<file path="src/rtl/pcw_pkg.sv">
package pcw_pkg;
  typedef enum logic [1:0] {
    ST_IDLE = 2'd0,
    ST_CFG  = 2'd1,
    ST_INTA = 2'd2,
    ST_DONE = 2'd3
  } pcw_state_e;

  localparam logic [1:0] SZ_BYTE = 2'd0;
  localparam logic [1:0] SZ_HALF = 2'd1;
endpackage

</file>
<file path="src/rtl/pcw_dev_encode.sv">
module pcw_dev_encode #(
  parameter int SEL_LSB  = 11,
  parameter int SEL_BITS = 11,
  parameter int DEV_W    = 5,
  parameter int OFF_W    = SEL_LSB + SEL_BITS,
  parameter int CFG_AW   = SEL_LSB + DEV_W
) (
  input  logic [OFF_W-1:0]  offset,
  output logic [CFG_AW-1:0] cfg_addr
);
  logic [DEV_W-1:0] dev;

  // scan from the top so the lowest set select bit wins
  always_comb begin
    dev = DEV_W'(SEL_BITS);
    for (int i = SEL_BITS - 1; i >= 0; i--) begin
      if (offset[SEL_LSB + i]) dev = DEV_W'(i);
    end
  end

  assign cfg_addr = {dev, offset[SEL_LSB-1:0]};
endmodule

</file>
<file path="src/rtl/pcw_lane.sv">
module pcw_lane #(
  parameter int DW = 32,
  localparam int NB = DW / 8,
  localparam int LW = $clog2(NB)
) (
  input  logic [1:0]    size,
  input  logic [LW-1:0] addr_lo,
  input  logic [DW-1:0] wdata_in,
  input  logic [DW-1:0] rdata_in,
  output logic [NB-1:0] be,
  output logic [DW-1:0] wdata_out,
  output logic [DW-1:0] rdata_out
);
  import pcw_pkg::*;

  logic [NB-1:0] base;
  logic [LW-1:0] lane;
  logic [DW-1:0] dmask;
  logic [LW+2:0] sh;

  always_comb begin
    case (size)
      SZ_BYTE: begin base = NB'(1); lane = addr_lo;             end
      SZ_HALF: begin base = NB'(3); lane = addr_lo & ~LW'(1);   end
      default: begin base = '1;     lane = '0;                  end
    endcase
  end

  for (genvar b = 0; b < NB; b++) begin : g_mask
    assign dmask[b*8 +: 8] = {8{base[b]}};
  end

  assign sh        = {lane, 3'b000};
  assign be        = base << lane;
  assign wdata_out = (wdata_in & dmask) << sh;
  assign rdata_out = (rdata_in >> sh) & dmask;
endmodule

</file>
<file path="src/rtl/pcw_irq_swizzle.sv">
module pcw_irq_swizzle #(
  parameter int NPIN  = 4,
  parameter int NLINE = 4,
  parameter int ROUTE = 2,
  parameter int DEV_W = 5
) (
  input  logic [NPIN-1:0]  pin,
  input  logic [DEV_W-1:0] dev,
  output logic [NLINE-1:0] line
);
  for (genvar L = 0; L < NLINE; L++) begin : g_line
    if (L < ROUTE) begin : g_used
      always_comb begin
        line[L] = 1'b0;
        for (int k = 0; k < NPIN; k++) begin
          if (((k + int'(dev)) % ROUTE) == L) line[L] = line[L] | pin[k];
        end
      end
    end else begin : g_idle
      assign line[L] = 1'b0;
    end
  end
endmodule

</file>
<file path="src/rtl/pci_cfg_window.sv">
module pci_cfg_window #(
  parameter int          AW        = 32,
  parameter int          DW        = 32,
  parameter int          WIN_LOG2  = 22,
  parameter logic [31:0] WIN_BASE  = 32'h8080_0000,
  parameter logic [31:0] INTA_ADDR = 32'hBFFF_FFF0,
  parameter int          SEL_LSB   = 11,
  parameter int          DEV_W     = 5,
  parameter int          VEC_W     = 8,
  parameter int          NPIN      = 4,
  parameter int          NLINE     = 4,
  localparam int         NB        = DW / 8,
  localparam int         SEL_BITS  = WIN_LOG2 - SEL_LSB,
  localparam int         CFG_AW    = SEL_LSB + DEV_W
) (
  input  logic              clk,
  input  logic              rst_n,
  input  logic              bus_valid,
  input  logic              bus_write,
  input  logic [AW-1:0]     bus_addr,
  input  logic [1:0]        bus_size,
  input  logic [DW-1:0]     bus_wdata,
  output logic              bus_claim,
  output logic              bus_ready,
  output logic              bus_err,
  output logic [DW-1:0]     bus_rdata,
  output logic              cfg_req,
  output logic              cfg_write,
  output logic [CFG_AW-1:0] cfg_addr,
  output logic [NB-1:0]     cfg_be,
  output logic [DW-1:0]     cfg_wdata,
  input  logic              cfg_ack,
  input  logic [DW-1:0]     cfg_rdata,
  output logic              inta_req,
  input  logic              inta_ack,
  input  logic [VEC_W-1:0]  inta_vec,
  input  logic [NPIN-1:0]   pci_int,
  input  logic [DEV_W-1:0]  irq_dev,
  output logic [NLINE-1:0]  irq_line
);
  import pcw_pkg::*;

  // reset: asserted asynchronously, released after two clocks
  logic [1:0] rst_sync;
  logic       rst_core_n;

  always_ff @(posedge clk or negedge rst_n) begin
    if (!rst_n) rst_sync <= 2'b00;
    else        rst_sync <= {rst_sync[0], 1'b1};
  end
  assign rst_core_n = rst_sync[1];

  // address decode
  logic cfg_hit, ia_hit;
  assign cfg_hit   = bus_addr[AW-1:WIN_LOG2] == WIN_BASE[AW-1:WIN_LOG2];
  assign ia_hit    = bus_addr == INTA_ADDR[AW-1:0];
  assign bus_claim = bus_valid & (cfg_hit | ia_hit);

  // state and captured access
  pcw_state_e          st_q, st_d;
  logic [WIN_LOG2-1:0] off_q;
  logic [1:0]          size_q;
  logic                wr_q;
  logic [DW-1:0]       wdata_q;
  logic [DW-1:0]       rdata_q, rdata_d;
  logic                err_q, err_d;
  logic                cap, upd;
  logic [DW-1:0]       lane_rdata;

  always_comb begin
    st_d    = st_q;
    cap     = 1'b0;
    upd     = 1'b0;
    rdata_d = rdata_q;
    err_d   = err_q;
    case (st_q)
      ST_IDLE: begin
        if (bus_valid && cfg_hit) begin
          st_d    = ST_CFG;
          cap     = 1'b1;
          upd     = 1'b1;
          rdata_d = '0;
          err_d   = 1'b0;
        end else if (bus_valid && ia_hit) begin
          cap     = 1'b1;
          upd     = 1'b1;
          rdata_d = '0;
          if (!bus_write && bus_size == SZ_BYTE) begin
            st_d  = ST_INTA;
            err_d = 1'b0;
          end else begin
            st_d  = ST_DONE;
            err_d = 1'b1;
          end
        end
      end
      ST_CFG: begin
        if (cfg_ack) begin
          st_d = ST_DONE;
          if (!wr_q) begin
            upd     = 1'b1;
            rdata_d = lane_rdata;
          end
        end
      end
      ST_INTA: begin
        if (inta_ack) begin
          st_d    = ST_DONE;
          upd     = 1'b1;
          rdata_d = DW'(inta_vec);
        end
      end
      default: st_d = ST_IDLE;
    endcase
  end

  always_ff @(posedge clk or negedge rst_core_n) begin
    if (!rst_core_n) begin
      st_q    <= ST_IDLE;
      off_q   <= '0;
      size_q  <= '0;
      wr_q    <= 1'b0;
      wdata_q <= '0;
      rdata_q <= '0;
      err_q   <= 1'b0;
    end else begin
      st_q <= st_d;
      if (cap) begin
        off_q   <= bus_addr[WIN_LOG2-1:0];
        size_q  <= bus_size;
        wr_q    <= bus_write;
        wdata_q <= bus_wdata;
      end
      if (upd) begin
        rdata_q <= rdata_d;
        err_q   <= err_d;
      end
    end
  end

  pcw_dev_encode #(
    .SEL_LSB (SEL_LSB),
    .SEL_BITS(SEL_BITS),
    .DEV_W   (DEV_W)
  ) u_enc (
    .offset  (off_q),
    .cfg_addr(cfg_addr)
  );

  pcw_lane #(
    .DW(DW)
  ) u_lane (
    .size     (size_q),
    .addr_lo  (off_q[$clog2(NB)-1:0]),
    .wdata_in (wdata_q),
    .rdata_in (cfg_rdata),
    .be       (cfg_be),
    .wdata_out(cfg_wdata),
    .rdata_out(lane_rdata)
  );

  pcw_irq_swizzle #(
    .NPIN (NPIN),
    .NLINE(NLINE),
    .ROUTE(2),
    .DEV_W(DEV_W)
  ) u_irq (
    .pin (pci_int),
    .dev (irq_dev),
    .line(irq_line)
  );

  assign cfg_req   = st_q == ST_CFG;
  assign cfg_write = wr_q;
  assign inta_req  = st_q == ST_INTA;
  assign bus_ready = st_q == ST_DONE;
  assign bus_err   = bus_ready & err_q;
  assign bus_rdata = rdata_q;
endmodule

</file>
<file path="config.mk">
export PLATFORM = sky130hd
export DESIGN_NAME = pci_cfg_window
export DESIGN_NICKNAME = d
export VERILOG_FILES = /design/src/rtl/pcw_pkg.sv /design/src/rtl/pcw_dev_encode.sv /design/src/rtl/pcw_lane.sv /design/src/rtl/pcw_irq_swizzle.sv /design/src/rtl/pci_cfg_window.sv
export SDC_FILE = /design/constraint.sdc
export NUM_CORES = 1
export LEC_CHECK = 0
export ABC_AREA = 1
export BUFFER_PORTS_ARGS = -buffer_cell sky130_fd_sc_hd__clkbuf_2
export CAP_MARGIN = 20
export CELL_PAD_IN_SITES_DETAIL_PLACEMENT = 0
export CELL_PAD_IN_SITES_GLOBAL_PLACEMENT = 1
export CORE_ASPECT_RATIO = 1.5
export CORE_MARGIN = 8
export CORE_UTILIZATION = 30
export DETAILED_ROUTE_END_ITERATION = 10
export GPL_TIMING_DRIVEN = 0
export PLACE_DENSITY = 0.84
export SKIP_CTS_REPAIR_TIMING = 1
export SLEW_MARGIN = 0
export SYNTH_ARGS = -nofsm -noshare
export SYNTH_HDL_FRONTEND = slang
export SYNTH_SLANG_ARGS = --single-unit
export TNS_END_PERCENT = 5
</file>
<file path="constraint.sdc">
create_clock -name clk -period 2.8 [get_ports clk]
set_input_delay 0.14 -clock clk [delete_from_list [all_inputs] [get_ports clk]]
set_output_delay 0.14 -clock clk [all_outputs]
set_load 0.05 [all_outputs]
</file>
==> impl_metrics.tcl, run 1 <==
set metrics [dict create \
    port_buffers 207 \
    yosys_register_bits 94 \
    antenna_found_initial 0 \
    die_height_um 178.4 \
    syn_to_final_growth_pct 31.69 \
    drv_slew 0 \
    path_class "reg -> out" \
    root_buffer "clkbuf_16" \
    worst_slew_pin_slew_ns 0.6138 \
    p_per_area_nw_per_um2 640.1 \
    clockBufferDepth 2 \
    crit_chain "inv_2 > nand2_2 > inv_2 > buf_2 > nand2_1 > o22ai_1 > clkbuf_2" \
    final_antenna_net_count 0 \
    startpoint_type "register" \
    synth-seq-area-share_pct 44.59 \
    arrival_ns 2.36 \
    fp.dieW_um 124.3 \
    drive_above_1_share_pct 29.39 \
    cpPeakStageDelay_ns 0.45 \
    total_power_w 0.004446 \
    drt-pass1-iter-count 6 \
    fin_skew_ns 0.01545 \
    avgSynthCellArea_um2 7.266 \
    cp-end-kind "primary output" \
    final_common_cell "nand2_1" \
    h-tree-depth 3 \
    num_rows 59 \
    nFillCells 1946 \
    gr-total-overflow 0 \
    fin_crit_ns 2.496 \
    vdd_drop_max_uv 323.4 \
    diodes 0 \
    final_nets 1076 \
    final_area_um2 6947 \
    drt_iter0_markers 342 \
    cts_tree "done" \
    slowest_stage "dfrtp_1" \
    start_util_pct 30.54 \
    drc 0 \
    avgRoutedWirePerCell_um 16.74 \
    setup_viol 0 \
    power_leakage_nw 3.922 \
    postSynthCellCount 726 \
    finalNonFillerCells 1169 \
    place_inst 1149 \
    yosysUniqueCellTypes 32 \
    vias_per_cell 4.623 \
    place.gp.congestion 0.8620 \
    insertion_delay_ns 0.35 \
    timing.fmax_mhz 400.6 \
    cpMostUsedCell "inv_2" \
    layout_common_cells "nand2_1 (227), clkbuf_2 (207), dfrtp_1 (93)" \
    crit_required_ns 2.66 \
    clock-sinks 94 \
    cts_inserted_buffers 9 \
    grt_max_degree 63 \
    grt.total_usage_pct 17.27 \
    critPathMaxFanout 10 \
    hold_viol 0 \
    wirelength_um 19570 \
    hp-class "in -> reg" \
    grt_pass1_wl_um 30400 \
    synth_area_um2 5275 \
    place_hpwl_um 15900 \
    setup_tns_ns 0 \
    slew_headroom_pct 59.08 \
    grt_pass1_vias 5705 \
    vias 5404 \
    final.period_utilization_pct 89.15 \
    placed_cell_area_um2 6616 \
    drv_cap 0 \
    status "completed" \
    core_um2 17270 \
    ioPinCount 215 \
    ys_warn_count 0 \
    clk_pin_slew_ns 0.08 \
    die_area_um2 22170 \
    rsz0062_at_grt "no" \
]
-- metrics by stage --
| step | hold slack, ns | setup WS [ns] | util (%) |
|---|---|---|---|
| final | 0.0001262 | 0.3038 | 40.21 |
| after global routing | 0.0008466 | 0.1374 | 40.21 |
| after CTS | -0.4562 | 0.2637 | 39.98 |
| after detailed placement | -0.06970 | 0.6464 | 38.30 |
| after global placement | -0.07430 | 0.5582 | 38.13 |
| after floorplan | -0.1556 | 0.5294 | - |
-- sequential cells by signal, summed over array words and instances, names as in the netlist --
name	flops
wdata_q	32
err_q	1
cfg_write	1
st_q	2
bus_rdata	32
size_q	2
off_q	22
rst_sync	2
-- cell families (layout without fill, tap and decap cells) --
logic type,after synthesis,count (layout),share of synthesized area [%]
other,2,4,0.1424
buffers and inverters,134,362,12.41
AO/OA/AOI/OAI,117,117,12.29
AND/OR/NAND/NOR,375,375,29.63
adder cells (fa/ha/maj),4,4,0.9488
flip-flops,94,94,44.59
-- worst max-delay path, delay by kind of cell (launching register included) --
family                 cells  cell delay (ns)
buffers and inverters      4             0.93
AO/OA/AOI/OAI              1             0.24
AND/OR/NAND/NOR            2             0.39
flip-flops                 1             0.45
-- where the power goes --
| group | internal [W] | switching (W) | total [W] |
|---|---|---|---|
| registers | 0.00147 | 0.0000725 | 0.00154 |
| logic | 0.000462 | 0.00121 | 0.00167 |
| clock network | 0.000645 | 0.000591 | 0.00124 |
-- worst paths after layout --
check,from,to,slack [ns],cells past startpoint
worst max-delay path,size_q[1],cfg_wdata[16],0.30,7
worst min-delay path,bus_wdata[26],wdata_q[26],0.0001,3
worst max register to register,st_q[1],bus_rdata[8],0.73,9
worst min register to register,rst_sync[1],wdata_q[22],0.28,0
max in group asynchronous,rst_sync[1],st_q[1],1.82,1
min in group asynchronous,rst_n,rst_sync[1],0.12,2
-- routing by layer --
metal | track usage, % | routed length [µm] | vias up
li1 | - | - | 2742
met1 | 19.38 | 7819 | 2472
met2 | 31.74 | 10390 | 166
met3 | 3.361 | 867 | 24
met4 | 6.247 | 485 | 0
met5 | 0 | 0 | -
-- final cells by class --
type	instances	area (µm²)	area share, %
clock buffers	10	239.0	3.440
well taps	213	266.5	3.836
clock inverters	6	51.30	0.7385
flip-flops and latches	94	2356	33.92
plain buffers	49	334.1	4.809
multi-input cells	500	2276	32.76
repair buffers	212	1104	15.89
inverters	85	320.3	4.611
-- synth_stat cells --
cell type | count | area [µm²]
a32oi_1 | 1 | 8.760
nor4_1 | 1 | 6.260
conb_1 | 2 | 7.510
buf_1 | 2 | 7.510
buf_2 | 12 | 60.06
nor2_4 | 2 | 22.52
o21ai_0 | 55 | 275.3
nor2_2 | 2 | 12.51
nor3_1 | 9 | 45.04
nor2_1 | 63 | 236.5
a21oi_1 | 14 | 70.07
nor3b_1 | 1 | 7.510
buf_6 | 8 | 90.09
o21ai_1 | 11 | 55.05
dfrtp_1 | 94 | 2352
inv_2 | 4 | 15.01
clkbuf_1 | 7 | 26.28
buf_4 | 20 | 150.1
nand2_1 | 227 | 852.1
ha_1 | 4 | 50.05
a21boi_1 | 1 | 7.510
nand4_1 | 5 | 31.28
nand3b_1 | 2 | 15.01
nand2_4 | 2 | 22.52
a22oi_1 | 1 | 7.510
o22ai_1 | 25 | 156.4
inv_1 | 80 | 300.3
o211ai_1 | 1 | 7.510
clkinv_2 | 1 | 5.000
nand3_1 | 56 | 280.3
nand2_2 | 5 | 31.28
a211oi_1 | 8 | 60.06
Power figures use the tool's default switching activity.
==> run 2: changes to the inputs <==
PLACE_DENSITY = 0.77   (was 0.84)
==> run 2 against run 1 <==
Net effect: the flow now finishes with violations (hold timing); clock power grew 6%; critical path depth is the same; design area grew 0.31%; largest cell class unchanged; setup slack gained 0.010 ns; first-iteration DRC count shrank 21%; critical path type unchanged; maximum frequency grew 0.40%; sequential power is essentially flat; non-clock buffer count is the same; clock-buffer cell count shrank 1.
==> impl_metrics.tcl, run 2 (synthesized netlist as in run 1, its figures left out) <==
set metrics [dict create \
    status "complete, but fails checks" \
    violations "hold timing" \
    worst_hold_slack_ns -0.009047 \
    final.period_utilization_pct 88.79 \
    final_nets 1076 \
    cts_inserted_buffers 9 \
    cts_tree "done" \
    ioPinCount 215 \
    clk_pin_slew_ns 0.08 \
    grt_pass1_wl_um 30490 \
    startpoint_type "register" \
    fin_skew_ns 0.01289 \
    port_buffers 207 \
    place.gp.congestion 0.8268 \
    syn_to_final_growth_pct 32.09 \
    fin_crit_ns 2.486 \
    slew_headroom_pct 58.22 \
    crit_path_start "size_q[1]" \
    final_common_cell "nand2_1" \
    drc 0 \
    root_buffer "clkbuf_16" \
    clockBufferDepth 2 \
    place_hpwl_um 15950 \
    num_rows 59 \
    cp-end-kind "primary output" \
    die_area_um2 22170 \
    setup_tns_ns 0 \
    wirelength_um 19650 \
    hold_viol 5 \
    reg2reg_from "st_q[1]" \
    rsz0062_at_grt "no" \
    vdd_drop_max_uv 402.9 \
    path_class "reg -> out" \
    grt.total_usage_pct 17.35 \
    drt-pass1-iter-count 4 \
    hp-class "in -> reg" \
    multiInputGateArea_um2 2276 \
    vias_per_cell 4.637 \
    p_per_area_nw_per_um2 648.2 \
    power_leakage_nw 3.926 \
    layout_common_cells "nand2_1 (227), clkbuf_2 (207), dfrtp_1 (93)" \
    insertion_delay_ns 0.35 \
    h-tree-depth 3 \
    start_util_pct 30.54 \
    drt_iter0_markers 271 \
    setup_viol 0 \
    drive_above_1_share_pct 29.39 \
    critPathMaxFanout 10 \
    die_height_um 178.4 \
    antenna_found_initial 0 \
    final_antenna_net_count 0 \
    timing.fmax_mhz 402.2 \
    avgRoutedWirePerCell_um 16.80 \
    grt_pass1_vias 5556 \
    crit_required_ns 2.66 \
    nFillCells 1927 \
    arrival_ns 2.35 \
    gr-total-overflow 0 \
    clock-sinks 94 \
    drv_cap 0 \
    hold_path.startpoint "bus_wdata[19]" \
    drv_slew 0 \
    total_power_w 0.004517 \
    worst_slew_pin_slew_ns 0.6268 \
    vias 5425 \
    core_um2 17270 \
    seqCellArea_um2 2356 \
    grt_max_degree 54 \
    fp.dieW_um 124.3 \
]
run 2: cell types whose count changed in the layout (fill, tap and decap cells not counted):
cell,before,now
bufinv_16,0,1
clkbuf_8,1,0
clkinv_2,2,1
clkinv_4,1,0
clkinvlp_4,0,1
diode_2,0,1
inv_6,3,4
run 2: path summary, 6_finish.rpt:
| check | end | slack (ns) | depth (start not counted) |
|---|---|---|---|
| max | cfg_wdata[19] | 0.31 | 7 |
| min | wdata_q[19] | -0.009 | 3 |
| max reg2reg | bus_rdata[11] | 0.67 | 9 |
| min reg2reg | wdata_q[20] | 0.31 | 0 |
| max in group asynchronous | size_q[0] | 1.79 | 1 |
| min in group asynchronous | rst_sync[1] | 0.11 | 2 |
run 2: through the flow:
stage	setup WS, ns	instance area (µm²)	std cells	util (%)	hold WS [ns]
global route	0.1290	6965	1169	40.32	0.0008357
global placement	0.5129	6586	1148	38.13	-0.07493
CTS	0.2778	6925	1165	40.09	-0.4598
finish	0.3138	6968	1170	40.34	-0.009047
detailed placement	0.6560	6616	1149	38.30	-0.07190
floorplan	0.5294	5284	728	-	-0.1556
run 2: worst max-delay path, cell delays in order, from the launching register on:
cell and delay, ns:
dfrtp_1 0.44, inv_2 0.10, nand2_2 0.14, inv_2 0.20, buf_2 0.29, nand2_1 0.26, o22ai_1 0.25, clkbuf_2 0.32
run 2: per-layer routing:
metal / track usage (%) / up-vias / routed length, µm
met5: 0 / - / 0
met4: 6.751 / 0 / 450
met3: 3.569 / 23 / 922
met2: 31.89 / 166 / 10390
met1: 19.18 / 2492 / 7889
li1: - / 2744 / -
run 2: power by group:
group,internal [W],switching [W],total [W]
logic,0.000462,0.00120,0.00167
clock network,0.000713,0.000598,0.00131
registers,0.00147,0.0000734,0.00154
total,0.00264,0.00187,0.00452
run 2: layout make-up:
cell class,instances,area share [%]
tap,213,3.825
buffer,49,4.794
clock buffer,9,3.232
timing repair buffer,212,15.84
sequential,94,33.81
clock inverter,7,1.203
inverter,85,4.597
multi-input combinational,500,32.66
antenna,1,0.03591
==> run 3: changes to the inputs <==
CORE_MARGIN = default   (was 8)
SLEW_MARGIN = default   (was 0)
==> run 3 against run 2 <==
Net effect: the run now ends clean; register-to-register slack improved by 0.06 ns; clock power up 4%; critical path depth did not move; global-route usage grew 3.2 points; final cell count shrank 0.34%; setup slack improved by 0.064 ns; die area fell by 18%; critical path type unchanged; highest routed layer unchanged.
==> impl_metrics.tcl, run 3 (synthesized netlist as in run 1, its figures left out) <==
set metrics [dict create \
    core_um2 17270 \
    status "completed" \
    place_inst 1149 \
    clk_pin_slew_ns 0.07 \
    comb_power_share_pct 36.3 \
    setup_viol 0 \
    rsz0062_at_grt "no" \
    die_area_um2 18130 \
    power_frac_seq_pct 33.9 \
    cp-end-kind "primary output" \
    root_buffer "clkbuf_16" \
    startpoint_type "register" \
    cts_inserted_buffers 9 \
    vias 5425 \
    clock-sinks 94 \
    avgRoutedWirePerCell_um 15.51 \
    reg2reg_depth 9 \
    path_class "reg -> out" \
    whs_path_depth 3 \
    place.gp.congestion 0.8157 \
    vdd_drop_max_uv 383.6 \
    rrSetupSlack_ns 0.73 \
    fin_crit_ns 2.422 \
    drv_cap 0 \
    switching_power_w 0.001842 \
    met1_usage_pct 24.56 \
    internal_power_w 0.002718 \
    gr-total-overflow 0 \
    globalRouteMet2Util_pct 36.48 \
    final_common_cell "nand2_1" \
    swShare_pct 40.39 \
    place_ws_ns 0.7195 \
    final.period_utilization_pct 86.50 \
    vias_per_cell 4.653 \
    clockBufferDepth 2 \
    p_per_area_nw_per_um2 656.4 \
    multiInputGateArea_um2 2276 \
    slew_headroom_pct 56.35 \
    port_buffers 207 \
    hold_viol 0 \
    drv_slew 0 \
    hold_path.startpoint "bus_wdata[28]" \
    ioPinCount 215 \
    hp-class "in -> reg" \
    fin_skew_ns 0.009971 \
    insertion_delay_ns 0.34 \
    power_leakage_nw 3.922 \
    seqCellArea_um2 2356 \
    grt.total_usage_pct 20.55 \
    drive_above_1_share_pct 29.38 \
    grt_pass1_wl_um 27810 \
    worst_hold_slack_ns 0.002317 \
    fin_ws_ns 0.3780 \
    power.share.clock_pct 29.8 \
    drc 0 \
    drt-pass1-iter-count 4 \
    worst_r2r_endpoint "bus_rdata[9]" \
    start_util_pct 30.54 \
    reg2reg_from "st_q[1]" \
    grt_pass1_vias 5294 \
    final_antenna_net_count 0 \
    crit_required_ns 2.66 \
    layout_common_cells "nand2_1 (227), clkbuf_2 (207), dfrtp_1 (93)" \
    wirelength_um 18080 \
    die_height_um 164.4 \
    busiest_layer "met2" \
    diodes 0 \
    grt_max_degree 58 \
    syn_to_final_growth_pct 31.69 \
    met3_usage_pct 3.039 \
    num_rows 59 \
    finalNonFillerCells 1166 \
    drt_iter0_markers 239 \
    setup_tns_ns 0 \
    final_nets 1073 \
    place_hpwl_um 14380 \
    total_power_w 0.004560 \
    whs_endpoint "wdata_q[28]" \
    worst_slew_pin_slew_ns 0.6504 \
    antenna_found_initial 0 \
    fp.dieW_um 110.3 \
    cts_tree "done" \
    timing.fmax_mhz 412.9 \
    nFillCells 1960 \
    arrival_ns 2.28 \
    critPathMaxFanout 10 \
    h-tree-depth 3 \
]
-- run 3: worst max-delay path by stage --
stage	slack, ns	endpoint	startpoint	depth (start not counted)
3_3_place_gp	0.53	bus_rdata[3]	rst_sync[1]	0
3_5_place_dp	0.72	cfg_wdata[16]	size_q[1]	7
6_report	0.38	cfg_wdata[20]	size_q[1]	7
2_1_floorplan	0.53	cfg_wdata[0]	size_q[1]	7
4_1_cts	0.34	cfg_wdata[16]	size_q[1]	7
5_1_grt	0.24	cfg_wdata[20]	size_q[1]	7
-- run 3: power groups by stage --
stage | logic, W | clock network, W | registers (W)
after CTS | 0.00168 | 0.00140 | 0.00155
after floorplan | 0.000932 | 0 | 0.00183
after global placement | 0.00164 | 0 | 0.00159
after detailed placement | 0.00167 | 0 | 0.00157
after global routing | 0.00182 | 0.00145 | 0.00156
final | 0.00166 | 0.00136 | 0.00154
-- run 3: through the flow --
stage	util, %	instance area (µm²)
after floorplan	-	5284
after global placement	38.13	6586
after detailed placement	38.30	6616
after CTS	40.16	6937
after global routing	40.21	6947
final	40.21	6947
-- run 3: per-layer routing --
layer	wire (µm)	share of wire, %
met1	7306	40
met4	476	2.6
met3	822	4.5
met5	0	0
met2	9473	52
-- run 3: critical path, stage by stage, from the launching register on --
cell and delay (ns):
dfrtp_1 0.44, inv_2 0.10, nand2_2 0.13, inv_2 0.20, buf_2 0.28, nand2_1 0.26
o22ai_1 0.21, clkbuf_2 0.31
-- run 3: area by class of cell --
class | count | share of cell area [%]
clock inverter | 6 | 1.315
inverter | 85 | 4.611
clock buffer | 10 | 3.296
tap | 213 | 3.836
sequential | 94 | 33.92
multi-input combinational | 500 | 32.76
timing repair buffer | 209 | 15.45
buffer | 49 | 4.809
